File: config.mk
export PLATFORM = sky130hd
export DESIGN_NAME = npc_unit
export DESIGN_NICKNAME = d
export VERILOG_FILES = /design/src/rtl/npc_pkg.sv /design/src/rtl/npc_incr.sv /design/src/rtl/npc_branch_tgt.sv /design/src/rtl/npc_region_tgt.sv /design/src/rtl/npc_select.sv /design/src/rtl/npc_unit.sv
export SDC_FILE = /design/constraint.sdc
export NUM_CORES = 1
export LEC_CHECK = 0
export CAP_MARGIN = 0
export CORE_UTILIZATION = 50
export DETAILED_ROUTE_END_ITERATION = 16
export DONT_BUFFER_PORTS = 1
export GPL_TIMING_DRIVEN = 1
export PLACE_DENSITY_LB_ADDON = 0.2
export SKIP_LAST_GASP = 1
export SYNTH_ARGS = -nofsm -noshare
export SYNTH_HDL_FRONTEND = slang
export SYNTH_HIERARCHICAL = 1
export SYNTH_SLANG_ARGS = --single-unit
File: constraint.sdc
create_clock -name clk -period 6.1 [get_ports clk]
set_input_delay 0.305 -clock clk [delete_from_list [all_inputs] [get_ports clk]]
set_output_delay 0.305 -clock clk [all_outputs]
set_load 0.01 [all_outputs]
File: src/rtl/npc_pkg.sv
package npc_pkg;
  typedef enum logic [1:0] {
    NPC_SEQ    = 2'b00,
    NPC_BRANCH = 2'b01,
    NPC_REGION = 2'b10,
    NPC_REGJMP = 2'b11
  } npc_kind_e;
endpackage

File: src/rtl/npc_incr.sv
// Sequential step: adds one instruction size to the current address.
module npc_incr #(
  parameter int PC_W       = 64,
  parameter int INSN_BYTES = 4
) (
  input  logic [PC_W-1:0] pc_cur,
  output logic [PC_W-1:0] pc_step
);
  localparam logic [PC_W-1:0] STEP = PC_W'(INSN_BYTES);

  always_comb begin
    pc_step = pc_cur + STEP;
  end
endmodule

File: src/rtl/npc_branch_tgt.sv
// Branch target: stepped address plus the sign-extended, word-scaled offset.
module npc_branch_tgt #(
  parameter int PC_W       = 64,
  parameter int OFS_W      = 16,
  parameter int ALIGN_BITS = 2
) (
  input  logic [PC_W-1:0]  pc_step,
  input  logic [OFS_W-1:0] ofs,
  output logic [PC_W-1:0]  br_tgt
);
  localparam int EXT_W = PC_W - OFS_W - ALIGN_BITS;

  logic [PC_W-1:0] ofs_scaled;

  always_comb begin
    ofs_scaled = {{EXT_W{ofs[OFS_W-1]}}, ofs, {ALIGN_BITS{1'b0}}};
    br_tgt     = pc_step + ofs_scaled;
  end
endmodule

File: src/rtl/npc_region_tgt.sv
// Region jump: keeps the upper bits of the stepped address, splices the index.
module npc_region_tgt #(
  parameter int PC_W       = 64,
  parameter int IDX_W      = 26,
  parameter int ALIGN_BITS = 2
) (
  input  logic [PC_W-IDX_W-ALIGN_BITS-1:0] region_hi,
  input  logic [IDX_W-1:0]                 idx,
  output logic [PC_W-1:0]                  rg_tgt
);
  always_comb begin
    rg_tgt = {region_hi, idx, {ALIGN_BITS{1'b0}}};
  end
endmodule

File: src/rtl/npc_select.sv
// Source selection and register-target alignment check.
module npc_select
  import npc_pkg::*;
#(
  parameter int PC_W       = 64,
  parameter int ALIGN_BITS = 2
) (
  input  npc_kind_e       kind,
  input  logic            taken,
  input  logic [PC_W-1:0] pc_step,
  input  logic [PC_W-1:0] br_tgt,
  input  logic [PC_W-1:0] rg_tgt,
  input  logic [PC_W-1:0] reg_tgt,
  output logic [PC_W-1:0] pc_sel,
  output logic            bad_align
);
  always_comb begin
    pc_sel    = pc_step;
    bad_align = 1'b0;
    unique case (kind)
      NPC_SEQ:    pc_sel = pc_step;
      NPC_BRANCH: pc_sel = taken ? br_tgt : pc_step;
      NPC_REGION: pc_sel = rg_tgt;
      NPC_REGJMP: begin
        pc_sel    = reg_tgt;
        bad_align = |reg_tgt[ALIGN_BITS-1:0];
      end
      default:    pc_sel = pc_step;
    endcase
  end

  // only a register jump can be flagged
  always_comb begin
    if (bad_align) begin
      a_flag_only_regjump_r7: assert (kind == NPC_REGJMP);
    end
  end
endmodule

File: src/rtl/npc_unit.sv
module npc_unit
  import npc_pkg::*;
#(
  parameter int              PC_W       = 64,
  parameter int              OFS_W      = 16,
  parameter int              IDX_W      = 26,
  parameter int              INSN_BYTES = 4,
  parameter logic [PC_W-1:0] RESET_VEC  = 64'h0000_0000_0001_0000
) (
  input  logic             clk,
  input  logic             rst_n,
  input  logic             advance,
  input  logic [1:0]       ctl_kind,
  input  logic             br_taken,
  input  logic [OFS_W-1:0] br_ofs,
  input  logic [IDX_W-1:0] jmp_idx,
  input  logic [PC_W-1:0]  reg_tgt,
  output logic [PC_W-1:0]  pc_q,
  output logic [PC_W-1:0]  pc_nxt,
  output logic             misalign
);
  localparam int ALIGN_BITS = $clog2(INSN_BYTES);
  localparam int REGION_LO  = IDX_W + ALIGN_BITS;
  localparam int HI_W       = PC_W - REGION_LO;

  npc_kind_e       kind;
  logic [PC_W-1:0] pc_step;
  logic [PC_W-1:0] br_tgt;
  logic [PC_W-1:0] rg_tgt;
  logic [PC_W-1:0] pc_d;
  logic            load_en;

  always_comb begin
    kind = npc_kind_e'(ctl_kind);
  end

  npc_incr #(.PC_W(PC_W), .INSN_BYTES(INSN_BYTES)) u_incr (
    .pc_cur  (pc_q),
    .pc_step (pc_step)
  );

  npc_branch_tgt #(.PC_W(PC_W), .OFS_W(OFS_W), .ALIGN_BITS(ALIGN_BITS)) u_br (
    .pc_step (pc_step),
    .ofs     (br_ofs),
    .br_tgt  (br_tgt)
  );

  npc_region_tgt #(.PC_W(PC_W), .IDX_W(IDX_W), .ALIGN_BITS(ALIGN_BITS)) u_rg (
    .region_hi (pc_step[PC_W-1 -: HI_W]),
    .idx       (jmp_idx),
    .rg_tgt    (rg_tgt)
  );

  npc_select #(.PC_W(PC_W), .ALIGN_BITS(ALIGN_BITS)) u_sel (
    .kind      (kind),
    .taken     (br_taken),
    .pc_step   (pc_step),
    .br_tgt    (br_tgt),
    .rg_tgt    (rg_tgt),
    .reg_tgt   (reg_tgt),
    .pc_sel    (pc_nxt),
    .bad_align (misalign)
  );

  // next-state: load only when enabled and the target is usable
  always_comb begin
    load_en = advance & ~misalign;
    pc_d    = load_en ? pc_nxt : pc_q;
  end

  always_ff @(posedge clk or negedge rst_n) begin
    if (!rst_n) begin
      pc_q <= RESET_VEC;
    end else begin
      pc_q <= pc_d;
    end
  end

  p_hold_idle_r8: assert property (@(posedge clk) disable iff (!rst_n)
    !advance |=> $stable(pc_q));

  p_misalign_hold_r7: assert property (@(posedge clk) disable iff (!rst_n)
    misalign |=> $stable(pc_q));

  p_seq_step_r2: assert property (@(posedge clk) disable iff (!rst_n)
    (advance && ctl_kind == 2'b00) |=> (pc_q == $past(pc_q) + PC_W'(INSN_BYTES)));

  p_load_sel_r9: assert property (@(posedge clk) disable iff (!rst_n)
    (advance && !misalign) |=> (pc_q == $past(pc_nxt)));

  p_region_keep_r5: assert property (@(posedge clk) disable iff (!rst_n)
    (advance && ctl_kind == 2'b10) |=>
      (pc_q[PC_W-1 -: HI_W] == $past(pc_step[PC_W-1 -: HI_W])));
endmodule

==> impl_results.md, run 1 <==
- Placed Area: 0.0101 mm²
- Hold path endpoint: pc_q[11]$_DFFE_PN0P_
- GRT Resource Usage Total: 27.6%
- Final HPWL DP: 22700 µm
- Initial core utilization: between 50 and 60%
- Reg with most FFs: pc_q
- Via count: 8970
- DRT iter0 DRCs: 666
- Fin. Hold Viols: 0
- Htree depth: 3
- Most common library cell in the layout ignoring fill and taps: a21oi_1
- Fin. max-slew vios: 0
- Synth warnings: 6
- Post-synth EDFFs: 0
- Area of the multi-input gates: ~0.008 mm²
- Hold wc startpoint: ctl_kind[1]
- Vias in the first global route: 8621
- Total Nets Final: 1298
- Max reg flops: 64
- Hold_ws: approximately 0.36 ns
- Worst-path clk slew: 0.07 ns
- Leakage: 4.49 nW
- Num CTS Buffers: 9
- Largest net degree at the start of global routing: between 100 and 150
- Port bufs: 0
- R2R Setup Slk: 0.63 ns
- Avg WL per Cell: approximately 22 µm
- Vias/cell: 6.39
- Die Y-Extent: 149 µm
- Num rows: 53
- Clk_lat worst skew: 0.35 ns
- Worst Hold Class: input pin to flop
- Worst slew pin tran: 1.08 ns
- CTS Buffer Depth: 2
- Fraction of layout cells with a size suffix above 1: around 16%
- Register area share after synthesis: around 15%
- CTS tree: done
- Crit path capture type: output port
- RSZ-0062 raised after global routing: false
- Setup TNS: 0 ns
- Core Region: 0.0210 mm²
- R2R Path End: pc_q[62]$_DFFE_PN0P_
- Diodes inserted: 0
- RR Startpoint: pc_q[21]$_DFFE_PN0P_
- Aggregate global routing overflow: 0
- Post-route cell area: 0.0105 mm²
- Post-Route WL: approximately 31000 µm
- Clock skew: between 0.01 and 0.015 ns
- Status: complete, no violations
- Crit path launch: pc_q[21]$_DFFE_PN0P_
- Distinct cells, synth: 85
- Full die area: 0.0221 mm²
- Worst Path Required: ~5.8 ns
- Maximum vdd drop: roughly 170 µV
- Main synth FF type: dfrtp_1
- Period utilization: 93.7%
- Synthesized area: 0.0107 mm²
- #FFs+latches synth: 64
- Die X: around 150 µm
- Top fanout value on the critical path: 8
- Worst Path Class, Setup: flop to output port
- DRC violations left: 0
- Slew margin rel.: 27.8%
- Async S/R FF share, synth: 100%
- First-pass GRT wire length: 48300 µm
- Total power divided by cell area: 388 mW/mm²
- Crit start category: flop
- # IOs: 241
- CTS root buf: clkbuf_16
- Avg Cell Area, Syn: about 8.6 µm²
- Worst hold stages: 2
- Synthesis-to-layout area growth: -2.61%
- Regs by FF count: pc_q: 64 flops
- FMAX: 175 MHz
- Crit path time final: about 5.7 ns
- Max cap viols: 0
- Final ANT Viol Nets: 0
- Cell count after synthesis: about 1200
- Initial antenna violation count: 0
- FF/Latch Area: 0.00160 mm²
- # clock sinks: 64
- Data arrival time of the worst path: 5.41 ns
- Worst reg-to-reg path cell count: 17
- Layout filler cell count: 2032
- DR pass1 iterations: 5
- Commonest non-fill, non-tap cells in the layout: 133 x a21oi_1, 76 x and3_1, 70 x xnor2_1
- Placer Congestion: 0.919
- # setup viols final: 0
[cell usage after synthesis (all sizes together), types with 5 or more instances]
library cell	instances	area, µm²
inv	32	120
nand4	44	312
nand3	40	205
o21ai	33	184
mux2i	64	641
a21o	33	248
nand2b	5	31.3
and3	77	483
ha	62	776
nor2	50	190
nor3	17	85.1
clkbuf	30	113
nor4	11	114
buf	115	942
dfrtp	63	1580
xor2	50	438
nor2b	10	70.1
and4	7	61.3
nand2	70	270
o211ai	8	60.1
a21oi	136	684
xnor2	71	622
mux2	64	946
a31oi	11	83.8
o21bai	17	128
a211oi	68	811
[area by class of cell]
cell class | count | area share (%)
Clock buffer | 13 | 2.49
Clock inverter | 3 | 0.167
Inverter | 32 | 1.15
Multi-Input combinational cell | 1003 | 76.4
Sequential cell | 64 | 15.3
Tap cell | 275 | 3.29
Timing Repair Buffer | 13 | 1.15
[critical path: stages, from the launching register on]
cell and delay (ns):
dfrtp_1 0.61, nand4_1 0.33, nor4_1 0.46, nand3_1 0.34, nor2_1 0.24, xor2_1 0.31, ha_1 0.36, nand2_1 0.12
or3_1 0.33, or4_1 0.52, o21ai_4 0.25, a31oi_4 0.14, o41ai_2 0.32, xor2_1 0.10, and3_1 0.19, a211oi_1 0.29
a21oi_1 0.15
[logic make-up after synthesis]
logic type / after synthesis / share of synthesized area [%]
AND/OR/NAND/NOR: 347 / 18.2
AO/OA/AOI/OAI: 342 / 23.9
multiplexers: 128 / 14.8
XOR/XNOR: 121 / 9.86
flip-flops: 64 / 14.9
buffers and inverters: 177 / 10.9
adder cells (fa/ha/maj): 63 / 7.41
other: 1 / 0.0349
[per-layer routing]
layer | track usage (%) | share of wire [%]
met3 | 5.43 | 7.3
met4 | 6.24 | 1.3
met1 | 37.9 | 46
met2 | 44.3 | 45
met5 | 0 | 0
[how the worst max path moves through the flow]
stage | end | slack [ns] | cells after the start
final | pc_nxt[62] | 0.38 | 16
after CTS | pc_nxt[59] | 0.23 | 18
after detailed placement | pc_q[62]$_DFFE_PN0P_ | 0.61 | 18
after global placement | pc_q[59]$_DFFE_PN0P_ | 0.70 | 19
after global routing | pc_nxt[56] | 0.05 | 19
after floorplan | pc_q[59]$_DFFE_PN0P_ | 1.40 | 20
[what timing repair did]
action,4_1_cts,5_1_grt
hold buffers,2,0
endpoints found under the hold margin,64,0
gates resized for setup,0,7
setup buffers,0,2
endpoints found under the setup margin,0,5
[where the power goes]
part / switching, mW / internal [mW] / total [mW]
Clock: 0.215 / 0.297 / 0.512
Combinational: 1.51 / 1.14 / 2.64
Sequential: 0.348 / 0.556 / 0.904
[metrics by stage]
step / setup slack, ns / instances / total power, mW / utilization, %
floorplan: 1.40 / 1244 / 3.11 / -
global placement: 0.696 / 1383 / 3.47 / 48.1
detailed placement: 0.609 / 1383 / 3.49 / 48.1
CTS: 0.230 / 1401 / 4.03 / 49.6
global route: 0.0496 / 1403 / 4.36 / 49.8
finish: 0.384 / 1403 / 4.06 / 49.8
Note: power is estimated with default switching activity, not from simulation.
==> inputs of run 2 (changes only) <==
- CORE_ASPECT_RATIO: default -> 1.25
==> impl_results.md, run 2 (same netlist as run 1, synthesis figures left out) <==
- Status: complete, no violations
- Layout filler cell count: a little over 2000
- # IOs: approximately 240
- Via count: 9120
- Placed cell count: 1388
- Worst Path Class, Setup: flop to output port
- Slew margin rel.: 31.3%
- Hold wc startpoint: ctl_kind[1]
- Maximum vdd drop: 179 µV
- # clock sinks: 64
- Crit start category: flop
- Post-Route WL: ~33000 µm
- Vias/cell: 6.48
- # setup viols final: 0
- Initial core utilization: around half
- CTS root buf: clkbuf_16
- Reg with most FFs: pc_q
- Int Pwr: around 2.1 mW
- CTS Buffer Depth: 2
- Clk_lat worst skew: 0.36 ns
- Total power divided by cell area: 396 mW/mm²
- DRC violations left: 0
- Initial antenna violation count: 0
- Worst Hold Class: input pin to flop
- Max reg flops: 64
- Final HPWL DP: 25000 µm
- Commonest non-fill, non-tap cells in the layout: 134 x a21oi_1, 76 x and3_1, 71 x xnor2_1
- Crit path time final: 5.81 ns
- Core Region: 0.0210 mm²
- Most common library cell in the layout ignoring fill and taps: a21oi_1
- First-pass GRT wire length: 50700 µm
- DRT iter0 DRCs: 656
- Worst slew pin tran: 1.03 ns
- Regs by FF count: pc_q: 64 flops
- Num rows: 59
- Largest net degree at the start of global routing: 131
- Gate power share: 64.7%
- Worst Path Required: ~5.8 ns
- Reg power frac: a little over a fifth
- Switching power total: 2.10 mW
- Die X: about 130 µm
- Full die area: around 0.022 mm²
- Setup TNS: 0 ns
- Avg WL per Cell: 23.5 µm
- Data arrival time of the worst path: 5.51 ns
- Clock group share of total power: 14.0%
- Period utilization: 95.3%
- Htree depth: 3
- Final ANT Viol Nets: 0
- Crit path capture type: output port
- Clock skew: 0.0106 ns
- Fraction of layout cells with a size suffix above 1: 16.9%
- Crit path launch: pc_q[3]$_DFFE_PN0P_
- RSZ-0062 raised after global routing: false
- RR Startpoint: pc_q[3]$_DFFE_PN0P_
- Die Y-Extent: around 170 µm
- CTS tree: done
- Num CTS Buffers: 9
- Final Core Density: 50.2%
- Placer Congestion: 0.956
- Port bufs: 0
- Vias in the first global route: between 8000 and 9000
- Aggregate global routing overflow: 0
- Synthesis-to-layout area growth: -1.98%
- Top fanout value on the critical path: 8
- Fin. max-slew vios: 0
- Fin. Hold Viols: 0
- Sw Share: 50.4%
- GRT Resource Usage Total: 29.4%
- DR pass1 iterations: 5
- Worst-path clk slew: 0.07 ns
- FMAX: 172 MHz
- Total Nets Final: 1303
- Fin cells: 1408
- Leakage: 4.53 nW
- Max cap viols: 0
-- run 2: routing by layer --
layer  vias up  track usage, %  routed length (µm)
li1       4329               -                   -
met1      4341            32.7               12700
met2       369            52.2               16600
met3        81            6.07                2290
met4         0            15.5                1540
met5         -               0                   0
-- run 2: cell type report --
| type | count | area [µm²] | share of cell area (%) |
|---|---|---|---|
| inverter | 32 | 120 | 1.14 |
| multi-input combinational | 1003 | 7980 | 75.8 |
| clock buffer | 9 | 225 | 2.14 |
| antenna | 1 | 2.50 | 0.0238 |
| clock inverter | 7 | 96.3 | 0.915 |
| tap | 274 | 343 | 3.26 |
| timing repair buffer | 18 | 158 | 1.50 |
| sequential | 64 | 1600 | 15.2 |
-- run 2: path summary, 6_finish.rpt --
path                                   endpoint  slack, ns  cells after the start
min in group asynchronous   pc_q[5]$_DFFE_PN0P_       0.49                      2
min                         pc_q[5]$_DFFE_PN0P_       0.36                      2
max                                  pc_nxt[62]       0.29                     17
max in group asynchronous  pc_q[16]$_DFFE_PN1P_       5.30                      2
max reg2reg                pc_q[62]$_DFFE_PN0P_       0.56                     18
min reg2reg                pc_q[63]$_DFFE_PN0P_       0.64                      1
-- run 2: worst max-delay path, stage by stage, from the launching register on --
cell      delay, ns
dfrtp_1        0.50
ha_1           0.24
nand3_1        0.27
nor4_4         0.44
nand3_1        0.37
nor2_1         0.22
xor2_1         0.29
ha_1           0.34
nand4_1        0.15
or3_1          0.38
or4_1          0.53
o21ai_4        0.25
a31oi_4        0.15
o41ai_2        0.34
xor2_1         0.10
and3_1         0.19
a211oi_1       0.28
a21oi_2        0.12
-- run 2: through the flow --
step	hold WS, ns	cell area, µm²	setup slack, ns	power, mW
floorplan	0.00941	10700	1.40	3.11
global placement	0.0109	10100	0.687	3.53
detailed placement	0.0107	10100	0.523	3.53
CTS	0.352	10500	0.184	4.15
global route	0.375	10500	0.0322	4.45
finish	0.362	10500	0.289	4.17
-- run 2: power by group through the flow --
stage | sequential [mW] | combinational (mW) | clock (mW)
after floorplan | 0.811 | 2.30 | 0
after global placement | 0.888 | 2.64 | 0
after detailed placement | 0.894 | 2.64 | 0
after CTS | 0.886 | 2.67 | 0.601
after global routing | 0.910 | 2.93 | 0.610
final | 0.888 | 2.69 | 0.584
-- run 2: timing repair --
item	in CTS	in global routing
hold buffers	2	0
endpoints found under the hold margin	64	0
gates resized for setup	0	5
buffers inserted	0	1
endpoints found under the setup margin	0	4
